## config.mk

```make
export PLATFORM = sky130hd
export DESIGN_NAME = cfp_parser
export DESIGN_NICKNAME = d
export VERILOG_FILES = /design/src/rtl/cfp_pkg.sv /design/src/rtl/cfp_len_gate.sv /design/src/rtl/cfp_slot_bank.sv /design/src/rtl/cfp_parser.sv
export SDC_FILE = /design/constraint.sdc
export NUM_CORES = 1
export LEC_CHECK = 0
export BUFFER_PORTS_ARGS = -buffer_cell sky130_fd_sc_hd__buf_4
export CORE_MARGIN = 2
export CORE_UTILIZATION = 48
export CTS_BUF_LIST = sky130_fd_sc_hd__clkbuf_8
export CTS_CLUSTER_SIZE = 40
export DETAILED_ROUTE_END_ITERATION = 10
export PLACE_DENSITY = 0.75
export SLEW_MARGIN = 20
export SYNTH_ARGS = -nofsm -noshare
export SYNTH_HDL_FRONTEND = slang
export SYNTH_SLANG_ARGS = --single-unit
```

## constraint.sdc

```tcl
create_clock -name clk -period 8.9 [get_ports clk]
set_clock_uncertainty 0.1 [all_clocks]
set_input_delay 1.335 -clock clk [delete_from_list [all_inputs] [get_ports clk]]
set_output_delay 1.335 -clock clk [all_outputs]
set_load 0.005 [all_outputs]
```

## src/rtl/cfp_pkg.sv

```systemverilog
package cfp_pkg;
  typedef enum logic [2:0] {
    ST_HUNT,
    ST_LEN,
    ST_CMD,
    ST_OPC,
    ST_BODY
  } cfp_state_e;
endpackage

```

## src/rtl/cfp_len_gate.sv

```systemverilog
module cfp_len_gate #(
  parameter int DW      = 8,
  parameter int MIN_LEN = 5,
  parameter int MAX_LEN = 8
) (
  input  logic [DW-1:0] len_i,
  output logic          ok_o
);
  assign ok_o = (len_i >= DW'(MIN_LEN)) && (len_i <= DW'(MAX_LEN));
endmodule

```

## src/rtl/cfp_slot_bank.sv

```systemverilog
module cfp_slot_bank #(
  parameter int DW    = 8,
  parameter int SLOTS = 3,
  parameter int IW    = 4
) (
  input  logic                clk,
  input  logic                rst_n,
  input  logic                clr_i,
  input  logic                wr_i,
  input  logic [IW-1:0]       idx_i,
  input  logic [DW-1:0]       data_i,
  output logic [SLOTS*DW-1:0] bank_o
);
  for (genvar s = 0; s < SLOTS; s++) begin : g_slot
    logic [DW-1:0] slot_q, slot_d;
    logic          slot_en;

    assign slot_en = clr_i || (wr_i && (idx_i == IW'(s)));

    always_comb begin
      slot_d = slot_q;
      if (clr_i) slot_d = '0;
      else if (slot_en) slot_d = data_i;
    end

    always_ff @(posedge clk or negedge rst_n) begin
      if (!rst_n) slot_q <= '0;
      else if (slot_en) slot_q <= slot_d;
    end

    assign bank_o[s*DW +: DW] = slot_q;
  end
endmodule

```

## src/rtl/cfp_parser.sv

```systemverilog
module cfp_parser #(
  parameter int          DW      = 8,
  parameter logic [7:0]  MARKER  = 8'hAA,
  parameter int          MIN_LEN = 5,
  parameter int          MAX_LEN = 8,
  parameter int          PRE     = 4
) (
  input  logic                      clk,
  input  logic                      rst_n,
  input  logic                      rx_vld,
  input  logic [DW-1:0]             rx_byte,
  input  logic                      rx_err,
  output logic                      frm_vld,
  output logic                      frm_err,
  output logic [DW-1:0]             frm_len,
  output logic [DW-1:0]             frm_cmd,
  output logic [DW-1:0]             frm_op,
  output logic [(MAX_LEN-PRE-1)*DW-1:0] frm_payload
);
  import cfp_pkg::*;

  localparam int SLOTS = MAX_LEN - PRE - 1;
  localparam int IW    = $clog2(MAX_LEN + 1);
  localparam int PW    = SLOTS * DW;

  cfp_state_e    state_q, state_d;
  logic [IW-1:0] pos_q, pos_d;
  logic [DW-1:0] len_q, len_d, cmd_q, cmd_d, op_q, op_d;
  logic          vld_q, vld_d, err_q, err_d;
  logic [DW-1:0] pub_len_q, pub_cmd_q, pub_op_q;
  logic [PW-1:0] pub_pl_q, work_pl;
  logic          pub_en, pl_clr, pl_wr, len_ok, at_last;
  logic [IW-1:0] slot_idx;

  cfp_len_gate #(.DW(DW), .MIN_LEN(MIN_LEN), .MAX_LEN(MAX_LEN)) u_len_gate (
    .len_i (rx_byte),
    .ok_o  (len_ok)
  );

  assign slot_idx = pos_q - IW'(PRE);
  assign at_last  = (DW'(pos_q) == (len_q - DW'(1)));

  cfp_slot_bank #(.DW(DW), .SLOTS(SLOTS), .IW(IW)) u_slots (
    .clk    (clk),
    .rst_n  (rst_n),
    .clr_i  (pl_clr),
    .wr_i   (pl_wr),
    .idx_i  (slot_idx),
    .data_i (rx_byte),
    .bank_o (work_pl)
  );

  // next-state logic
  always_comb begin
    state_d = state_q;
    pos_d   = pos_q;
    len_d   = len_q;
    cmd_d   = cmd_q;
    op_d    = op_q;
    vld_d   = 1'b0;
    err_d   = 1'b0;
    pub_en  = 1'b0;
    pl_clr  = 1'b0;
    pl_wr   = 1'b0;
    if (state_q != ST_HUNT && rx_err) begin
      err_d   = 1'b1;
      state_d = ST_HUNT;
    end else if (rx_vld) begin
      unique case (state_q)
        ST_HUNT: begin
          if (!rx_err && rx_byte == MARKER) begin
            pl_clr  = 1'b1;
            state_d = ST_LEN;
          end
        end
        ST_LEN: begin
          if (len_ok) begin
            len_d   = rx_byte;
            state_d = ST_CMD;
          end else begin
            err_d   = 1'b1;
            state_d = ST_HUNT;
          end
        end
        ST_CMD: begin
          cmd_d   = rx_byte;
          state_d = ST_OPC;
        end
        ST_OPC: begin
          op_d    = rx_byte;
          pos_d   = IW'(PRE);
          state_d = ST_BODY;
        end
        ST_BODY: begin
          if (at_last) begin
            state_d = ST_HUNT;
            if (rx_byte == MARKER) begin
              vld_d  = 1'b1;
              pub_en = 1'b1;
            end else begin
              err_d = 1'b1;
            end
          end else begin
            pl_wr = 1'b1;
            pos_d = pos_q + IW'(1);
          end
        end
        default: state_d = ST_HUNT;
      endcase
    end
  end

  // register process
  always_ff @(posedge clk or negedge rst_n) begin
    if (!rst_n) begin
      state_q <= ST_HUNT;
      pos_q   <= '0;
      len_q   <= '0;
      cmd_q   <= '0;
      op_q    <= '0;
      vld_q   <= 1'b0;
      err_q   <= 1'b0;
    end else begin
      state_q <= state_d;
      pos_q   <= pos_d;
      len_q   <= len_d;
      cmd_q   <= cmd_d;
      op_q    <= op_d;
      vld_q   <= vld_d;
      err_q   <= err_d;
    end
  end

  always_ff @(posedge clk or negedge rst_n) begin
    if (!rst_n) begin
      pub_len_q <= '0;
      pub_cmd_q <= '0;
      pub_op_q  <= '0;
      pub_pl_q  <= '0;
    end else if (pub_en) begin
      pub_len_q <= len_q;
      pub_cmd_q <= cmd_q;
      pub_op_q  <= op_q;
      pub_pl_q  <= work_pl;
    end
  end

  assign frm_vld     = vld_q;
  assign frm_err     = err_q;
  assign frm_len     = pub_len_q;
  assign frm_cmd     = pub_cmd_q;
  assign frm_op      = pub_op_q;
  assign frm_payload = pub_pl_q;

  // assertions
  assert_strobe_excl_R8: assert property (@(posedge clk) disable iff (!rst_n)
    !(frm_vld && frm_err));
  assert_vld_pulse_R8: assert property (@(posedge clk) disable iff (!rst_n)
    frm_vld |=> !frm_vld);
  assert_err_pulse_R8: assert property (@(posedge clk) disable iff (!rst_n)
    frm_err |=> !frm_err);
  assert_fields_hold_R7: assert property (@(posedge clk) disable iff (!rst_n)
    !frm_vld |-> ($stable(frm_len) && $stable(frm_cmd) && $stable(frm_op) && $stable(frm_payload)));
  assert_len_range_R4: assert property (@(posedge clk) disable iff (!rst_n)
    frm_vld |-> (frm_len >= DW'(MIN_LEN) && frm_len <= DW'(MAX_LEN)));
  assert_hunt_drop_R2: assert property (@(posedge clk) disable iff (!rst_n)
    (state_q == ST_HUNT && rx_vld && rx_byte != MARKER) |=> (state_q == ST_HUNT && !frm_vld && !frm_err));
  assert_abort_R6: assert property (@(posedge clk) disable iff (!rst_n)
    (state_q != ST_HUNT && rx_err) |=> (frm_err && state_q == ST_HUNT));
endmodule

```

After elaboration in Yosys (flattened, before gate mapping)
Index checks and enable logic that the tools add are counted.

Flip-flop bits (word level): 105.

Add/subtract/negate cells: 3. Magnitude comparators: 2. Eq/ne operators: 11. Mux-type cells: 28. Bitwise operators: 1. Reduce and logical (&&, ||, !) cells: 20.

Operators with widths (number): $mux W1 (18); $pmux W3 S5 (1); $mux W3 (4); $reduce_and A3 Y1 (3); $eq A4 B8 Y1 (1); $eq A8 B8 Y1 const B (1); $ge A8 B3 Y1 const B (1); $le A8 B4 Y1 const B (1); $mux W8 (1); $pmux W4 S2 (1); $reduce_and A4 Y1 (2); $sub A8 B1 Y8 const B (1); $eq A3 B2 Y1 const B (2); $logic_and A1 B1 Y1 (6); $ne A3 B3 Y1 const B (2); $add A4 B1 Y4 const B (1); $eq A4 B1 Y1 const B (1); $eq A4 B2 Y1 const B (1); $logic_not A4 Y1 (1); $mux W4 (1); $reduce_bool A2 Y1 (2); $sub A4 B3 Y4 const B (1); $eq A3 B1 Y1 const B (1); $eq A3 B3 Y1 const B (1); other kinds (8) (10).

Depth between registers and ports, before layout
Gate-level depths: netlist (run 1).

Depth after elaboration: 8. Gate-level depth with buffers: 10.

By module
From an unflattened synthesis (run 1), not the netlist that was laid out.

Cells, all modules: 337. Area total of the unflattened synthesis: 4682.0 um^2.

Modules (own cells, without submodules): cfp_parser (instances 1, cells an instance 240, area each 3503.4 um^2); cfp_slot_bank (instances 1, cells an instance 92, area each 1138.6 um^2); cfp_len_gate (instances 1, cells an instance 5, area each 40.0 um^2).

Worst setup path after synthesis (run 1)
OpenSTA, ideal clock, no wires.

Path type: input to register. Start: input rx_byte[1]. End: register pub_len_q[0] (netlist: frm_len[0]). Arrival: 2941 ps. Data required time: 8672 ps. Slack: 5731 ps. Cell stages on the path: 8. Cell sequence: clkbuf_1 nand3_1 nor3_1 nand3_1 nor4_4 buf_4 buf_6 mux2_1.

Cells in the longest elaborated chain, start to end: 6.

Ends and longest elaborated chain: from (decl) (line cfp_parser.sv:11) `input logic [DW-1:0] rx_byte,`; $eq A8 B8 Y1 (line cfp_parser.sv:97) `if (rx_byte == MARKER) begin`; $mux W1 (line cfp_parser.sv:97); $mux W1 (line cfp_parser.sv:95) `if (at_last) begin`; $mux W1 (line cfp_parser.sv:69) `unique case (state_q)`; $mux W1 (line cfp_parser.sv:68) `end else if (rx_vld) begin`; $mux W1 (line cfp_parser.sv:65) `if (state_q != ST_HUNT && rx_err) begin`; named net pub_en (line cfp_parser.sv:32) `logic pub_en, pl_clr, pl_wr, len_ok, at_last;`; to (signal assigned) (line cfp_parser.sv:141) `pub_len_q <= len_q;`; to (decl) (line cfp_parser.sv:30) `logic [DW-1:0] pub_len_q, pub_cmd_q, pub_op_q;`.

The timed path passes the listed nets, and every way through them passes these cells. A chain may end at the register's enable or synchronous reset.

Worst setup path after layout (run 1)
Start: register len_q[2]. End: register pub_cmd_q[0] (netlist: frm_cmd[0]).

Cells in the longest elaborated chain, start to end: 6.

Ends and longest elaborated chain: from (decl) (line cfp_parser.sv:28) `logic [DW-1:0] len_q, len_d, cmd_q, cmd_d, op_q, op_d;`; from (signal assigned) (line cfp_parser.sv:126) `len_q <= len_d;`; $sub A8 B1 Y8 (line cfp_parser.sv:41) `assign at_last = (DW'(pos_q) == (len_q - DW'(1)));`; $eq A4 B8 Y1 (line cfp_parser.sv:41); $mux W1 (line cfp_parser.sv:95); $mux W1 (line cfp_parser.sv:69); $mux W1 (line cfp_parser.sv:68); $mux W1 (line cfp_parser.sv:65); to (signal assigned) (line cfp_parser.sv:142) `pub_cmd_q <= cmd_q;`; to (decl) (line cfp_parser.sv:30).

Every way passes these cells.

==> metrics.txt, run 1 <==
Die Width 100 microns; setup TNS 0 ns; Synth area leader dfrtp_1; grt ovf 0; largest family of logic cells by synthesized area multiplexers; Die Footprint 0.0100 sq mm; IO Count 62; Final setup violation count 0; Iteration-0 DRC Markers 175; initial antenna violation count 0; Hold Crit Class flop to flop; outcome finished, final reports clean; first-pass GRT wire length 14.7 mm; Worst slew margin 28.9%; r2r setup slk 5.65 ns; DR WL/cell 16.9 microns; synthesized area 0.00443 sq mm; clock sinks 105; Peak supply drop 0.117 mV; sequential element share of the synthesized area 59.3%; Nets 430; utilization after layout 56.8%; fraction of layout cells with a size suffix above 1 36.1%; Worst-path clk slew 0.10 ns; Setup crit end frm_cmd[0]; Vias per Instance 5.41; Reg2Reg Depth 7; period utilisation layout 36.5%; HPWL after detailed placement 6.08 mm; Synth area leaders dfrtp_1, mux2_2, mux2i_1; Power Density 154 mW/mm^2; cts repair resizes 0; worst skew pair latency 0.36 ns; TritonCTS Buffers 9; Worst R2R Start len_q[2]; CP Data Arrival Time 3.39 ns; Layout area overhead 16.7%; Mapped Avg Cell Area 12.5 sq um; FILL cells 764; largest net degree at the start of global routing 62; simple-gate area share of the yosys netlist 11.0%; Diodes inserted 0; Setup crit end kind flop; Period minus WS final 3.25 ns; ys flop type dfrtp_1; Routed WL 8.96 mm; CTS Hold Bufs 0; DR pass1 iterations 4; Yosys warning total 0; Adder-Cell Fraction of Synth Area 1.41%; Setup CP Type flop to flop; reg2reg end frm_cmd[0]; core area 0.00911 sq mm; multiplexer share of the synthesized area 19.5%; reported max-cap violation count 0; Yosys reg bits 105; Post-CTS Setup Bufs 0; worst-path fanout max 29; CP startpoint len_q[2]; post-synthesis xor/xnor area fraction 0.791%; RSZ-0062 raised after global routing false; Async SR Flop Fraction 100%; H-tree levels 3; worst path required time 9.05 ns; Vias 2864; vias in the first global route 2963; compound-gate portion of the synthesized area 5.22%; Die Y 100 microns; Final Max Slew Viols 0; Final ANT Viol Nets 0; FP Rows 35; CTS root buf clkbuf_8; Worst setup SP type flop; TritonCTS clock tree done; GPL Wtd Cong 0.880; post-synth top area share 59.3%; post-synthesis cell count 354; count of buffers from port buffering 61; Tightest Pin Transition 1.07 ns; EDFF count, synth 0; Syn Nets 371; Tot Pwr 795 uW; synth unique cells 41; Leak 2.60 nW; count leader, synth dfrtp_1; CTS max path bufs 2; final hold violations 0; Initial Util 48.6%; Hold WS 0.394 ns; synth cell count leaders dfrtp_1, mux2_2, nand2_1, nor2_1, o21ai_0; # DRC 0; Tot GR Track Use 19.1%; Max Freq 308 MHz
-- routing by layer --
metal / GRT usage (%) / up-vias / share of wire [%]
met1: 25.9 / 1442 / 46
li1: - / 1340 / -
met4: 7.06 / 0 / 1.8
met3: 4.11 / 14 / 4.3
met2: 30.7 / 68 / 47
met5: 0 / - / 0
-- layout make-up --
class                   instances  area (sq um)  share of cell area (%)
flip-flops and latches        105          2630                    50.8
clock buffers                  10           138                    2.66
inverters                       9          33.8                   0.653
multi-input cells             221          1680                    32.5
well taps                     111           139                    2.69
clock inverters                 6          50.0                   0.968
repair buffers                 67           503                    9.73
-- stage by stage --
stage | instance area, sq um | cells | setup WS (ns)
after CTS | 5170 | 529 | 5.68
final | 5170 | 529 | 5.65
after detailed placement | 4980 | 513 | 5.49
after global routing | 5170 | 529 | 5.46
after floorplan | 4430 | 354 | 5.73
after global placement | 4980 | 513 | 5.55
-- sequential cells by signal, summed over array words and instances, names as in the netlist --
| name | flops |
|---|---|
| cmd_q | 8 |
| op_q | 8 |
| frm_len | 8 |
| pos_q | 4 |
| frm_err | 1 |
| frm_vld | 1 |
| u_slots.g_slot.slot_q | 24 |
| len_q | 8 |
| state_q | 3 |
| frm_cmd | 8 |
| frm_payload | 24 |
| frm_op | 8 |
-- cells by family after synthesis --
family          Yosys count
mux                      78
simple gates             97
flops                   105
buf+inv                  28
compound gates           37
fa+ha+maj                 5
xor+xnor                  4
-- layout by cell type, fill, tap and decap left out, types with 2 or more instances in the layout --
| cell | netlist | final |
|---|---|---|
| a21o_1 | 2 | 2 |
| a31o_2 | 3 | 3 |
| mux2_1 | 7 | 7 |
| inv_6 | 0 | 2 |
| nor3_1 | 6 | 6 |
| xnor2_1 | 2 | 2 |
| or3b_2 | 2 | 2 |
| ha_1 | 5 | 5 |
| nand2_1 | 31 | 31 |
| clkbuf_8 | 0 | 10 |
| nand2b_1 | 3 | 3 |
| xor2_1 | 2 | 2 |
| nor4_1 | 2 | 2 |
| buf_4 | 2 | 67 |
| mux2i_1 | 12 | 12 |
| dfrtp_1 | 105 | 105 |
| nor2_1 | 24 | 24 |
| inv_1 | 9 | 9 |
| nand4_1 | 2 | 2 |
| nor2b_1 | 3 | 3 |
| o31a_1 | 2 | 2 |
| or3_1 | 3 | 3 |
| o21ai_0 | 17 | 17 |
| nand3_1 | 9 | 9 |
| a21oi_1 | 8 | 8 |
| mux2_2 | 59 | 59 |
| and2_1 | 4 | 4 |
-- worst min path at each step --
stage,startpoint,slack (ns),to,depth (start not counted)
6_report,frm_len[5],0.39,frm_len[5],1
4_1_cts,frm_len[5],0.40,frm_len[5],1
5_1_grt,len_q[6],0.41,len_q[6],1
3_3_place_gp,len_q[6],0.37,len_q[6],1
3_5_place_dp,len_q[6],0.38,len_q[6],1
2_1_floorplan,len_q[6],0.35,len_q[6],1
-- power by group --
group          internal, mW  switching [mW]
clock network         0.114           0.170
registers             0.481         0.00270
logic               0.00893          0.0186
total                 0.604           0.191
-- worst max-delay path, stage by stage, from the launching register on --
cell     delay (ns)
dfrtp_1        0.45
or3_1          0.44
o31a_1         0.26
nor4_2         0.56
nand3_2        0.23
nor4_4         0.28
buf_4          0.42
mux2_2         0.38
Note: power is estimated with default switching activity, not from simulation.
==> run 2, diff against run 1 <==
- PLACE_DENSITY: 0.75 -> 0.77
- clock period: 8.9 -> 2.79 ns (I/O delays scaled with it)
==> run 2 against run 1 <==
- sequential power rose to 3.2 times the previous value
- clock power rose to 3.3 times the previous value
- fmax rose by 20%
- setup slack worse by 5.6 ns
- largest cell class unchanged
==> metrics.txt, run 2 (same netlist as run 1, synthesis figures left out) <==
Worst-path clk slew 0.10 ns (about the same); reg2reg end frm_op[1]; met1 Resource Use GR 24.6% (-1.3 points); IO Count 62 (unchanged); Die Footprint 0.0100 sq mm (unchanged); first-pass GRT wire length 14.9 mm (+1.7%); TritonCTS clock tree done; gr busiest metal met2; most frequent cells in the layout dfrtp_1, buf_4, mux2_2; Final ANT Viol Nets 0 (unchanged); M3 GR Usage 5.36% (+1.3 points); Tightest Pin Transition 0.503 ns (-0.563 ns); grt ovf 0 (unchanged); Vias per Instance 5.45 (+0.57%); Initial Util 48.6% (unchanged); Worst setup SP type flop; worst path required time 2.96 ns (-6.09 ns); Crit path largest cell delay 0.42 ns (-0.14 ns); worst-path fanout max 10 (-66%); Worst slew margin 66.5% (+38 points); TritonCTS Buffers 9 (unchanged); HPWL after detailed placement 6.15 mm (+1.3%); CP Data Arrival Time 2.87 ns (-0.52 ns); Reg2Reg Depth 8 (+1); CTS root buf clkbuf_8; FP Rows 35 (unchanged); outcome finished, final reports clean; Layout area overhead 21.1%; Setup crit end kind flop; DR WL/cell 17.1 microns (+1.0%); Die Width 100 microns (unchanged); H-tree levels 3 (unchanged); slowest CP cell or3_1; # DRC 0 (unchanged); largest net degree at the start of global routing 43 (-31%); met2 Usage GRT 31.6% (+0.94 points); Tot GR Track Use 19.2% (+0.064 points); r2r setup slk 0.08 ns (-5.57 ns); count of buffers from port buffering 61 (unchanged); Setup CP Type flop to flop; fin area 0.00537 sq mm (+3.8%); utilization after layout 58.9% (+2.1 points); Peak supply drop 0.314 mV (+170%); dpl cell area 0.00510 sq mm (+2.3%); CTS max path bufs 2 (unchanged); Final Max Slew Viols 0 (unchanged); Diodes inserted 0 (unchanged); Nets 447 (+4.0%); Setup crit end frm_op[1]; Worst R2R Start len_q[2]; Final setup violation count 0 (unchanged); Period minus WS final 2.71 ns (-0.539 ns); critical path, cell by cell or3_1, o31a_1, a311oi_2, nand3_2, nor4_4, buf_4, buf_6, mux2_2; Max Freq 369 MHz (+20%); Power Density 479 mW/mm^2 (+210%); initial antenna violation count 0 (unchanged); vias in the first global route 3050 (+2.9%); Iteration-0 DRC Markers 129 (-26%); commonest non-fill, non-tap cell in the layout dfrtp_1; Routed WL 9.35 mm (+4.3%); reported max-cap violation count 0 (unchanged); Die Y 100 microns (unchanged); Leak 2.71 nW (+4.2%); Vias 2973 (+3.8%); GPL Wtd Cong 0.933 (+6.1%); period utilisation layout 97.1% (+61 points); Hold Crit Class input pin to flop; DR pass1 iterations 4 (unchanged); worst skew pair latency 0.37 ns (about the same); core area 0.00911 sq mm (unchanged); final hold violations 0 (unchanged); clock sinks 105 (unchanged); CP startpoint len_q[2]; fraction of layout cells with a size suffix above 1 38.4% (+2.3 points)
==> run 2: worst max-delay path: cells and delay by family (launching register included) <==
| family | cells | cell delay [ns] |
|---|---|---|
| simple gates | 3 | 0.79 |
| flops | 1 | 0.39 |
| mux | 1 | 0.36 |
| buf+inv | 2 | 0.40 |
| compound gates | 2 | 0.55 |
==> run 2: layer usage <==
metal  up-vias  routed length [microns]
met5         -                        0
met4         0                      142
met3        12                      461
met2        70                     4540
met1      1511                     4200
li1       1380                        -
==> run 2: what timing repair did <==
action	in CTS	in global routing
setup endpoints to repair	0	40
hold buffers	1	0
endpoints found under the hold margin	37	0
gates resized for setup	0	3
buffers inserted	0	3
==> run 2: where the power goes <==
group          switching [mW]  internal (mW)  total (mW)
Sequential            0.00860           1.54        1.54
Combinational          0.0609         0.0324      0.0933
Clock                   0.544          0.390       0.934
==> run 2: worst min path at each step <==
stage / startpoint / to / slack [ns] / cells past startpoint
2_1_floorplan: rst_n / cmd_q[0] / 0.02 / 0
3_3_place_gp: rst_n / frm_err / 0.32 / 1
3_5_place_dp: rst_n / frm_err / 0.32 / 1
4_1_cts: rx_err / state_q[0] / 0.11 / 2
5_1_grt: rx_err / state_q[0] / 0.11 / 2
6_report: rx_err / state_q[0] / 0.13 / 2
==> run 2: final cells by class <==
class                           instances  area [sq um]
Fill cell                             761          3740
Sequential cell                       105          2630
Multi-Input combinational cell        221          1690
Timing Repair Buffer                   84           679
Clock buffer                           11           151
Tap cell                              111           139
Clock inverter                          5          46.3
Inverter                                9          33.8
==> run 2: per-stage QoR <==
stage	setup slack (ns)	power, mW	instances	setup TNS [ns]	hold WS [ns]
after floorplan	0.0681	1.60	354	0	0.0229
after global placement	0.154	1.66	524	0	0.318
after detailed placement	0.0907	1.67	524	0	0.321
after CTS	0.0655	2.60	541	0	0.114
after global routing	-0.00681	2.67	546	-0.00958	0.113
final	0.0812	2.57	546	0	0.131
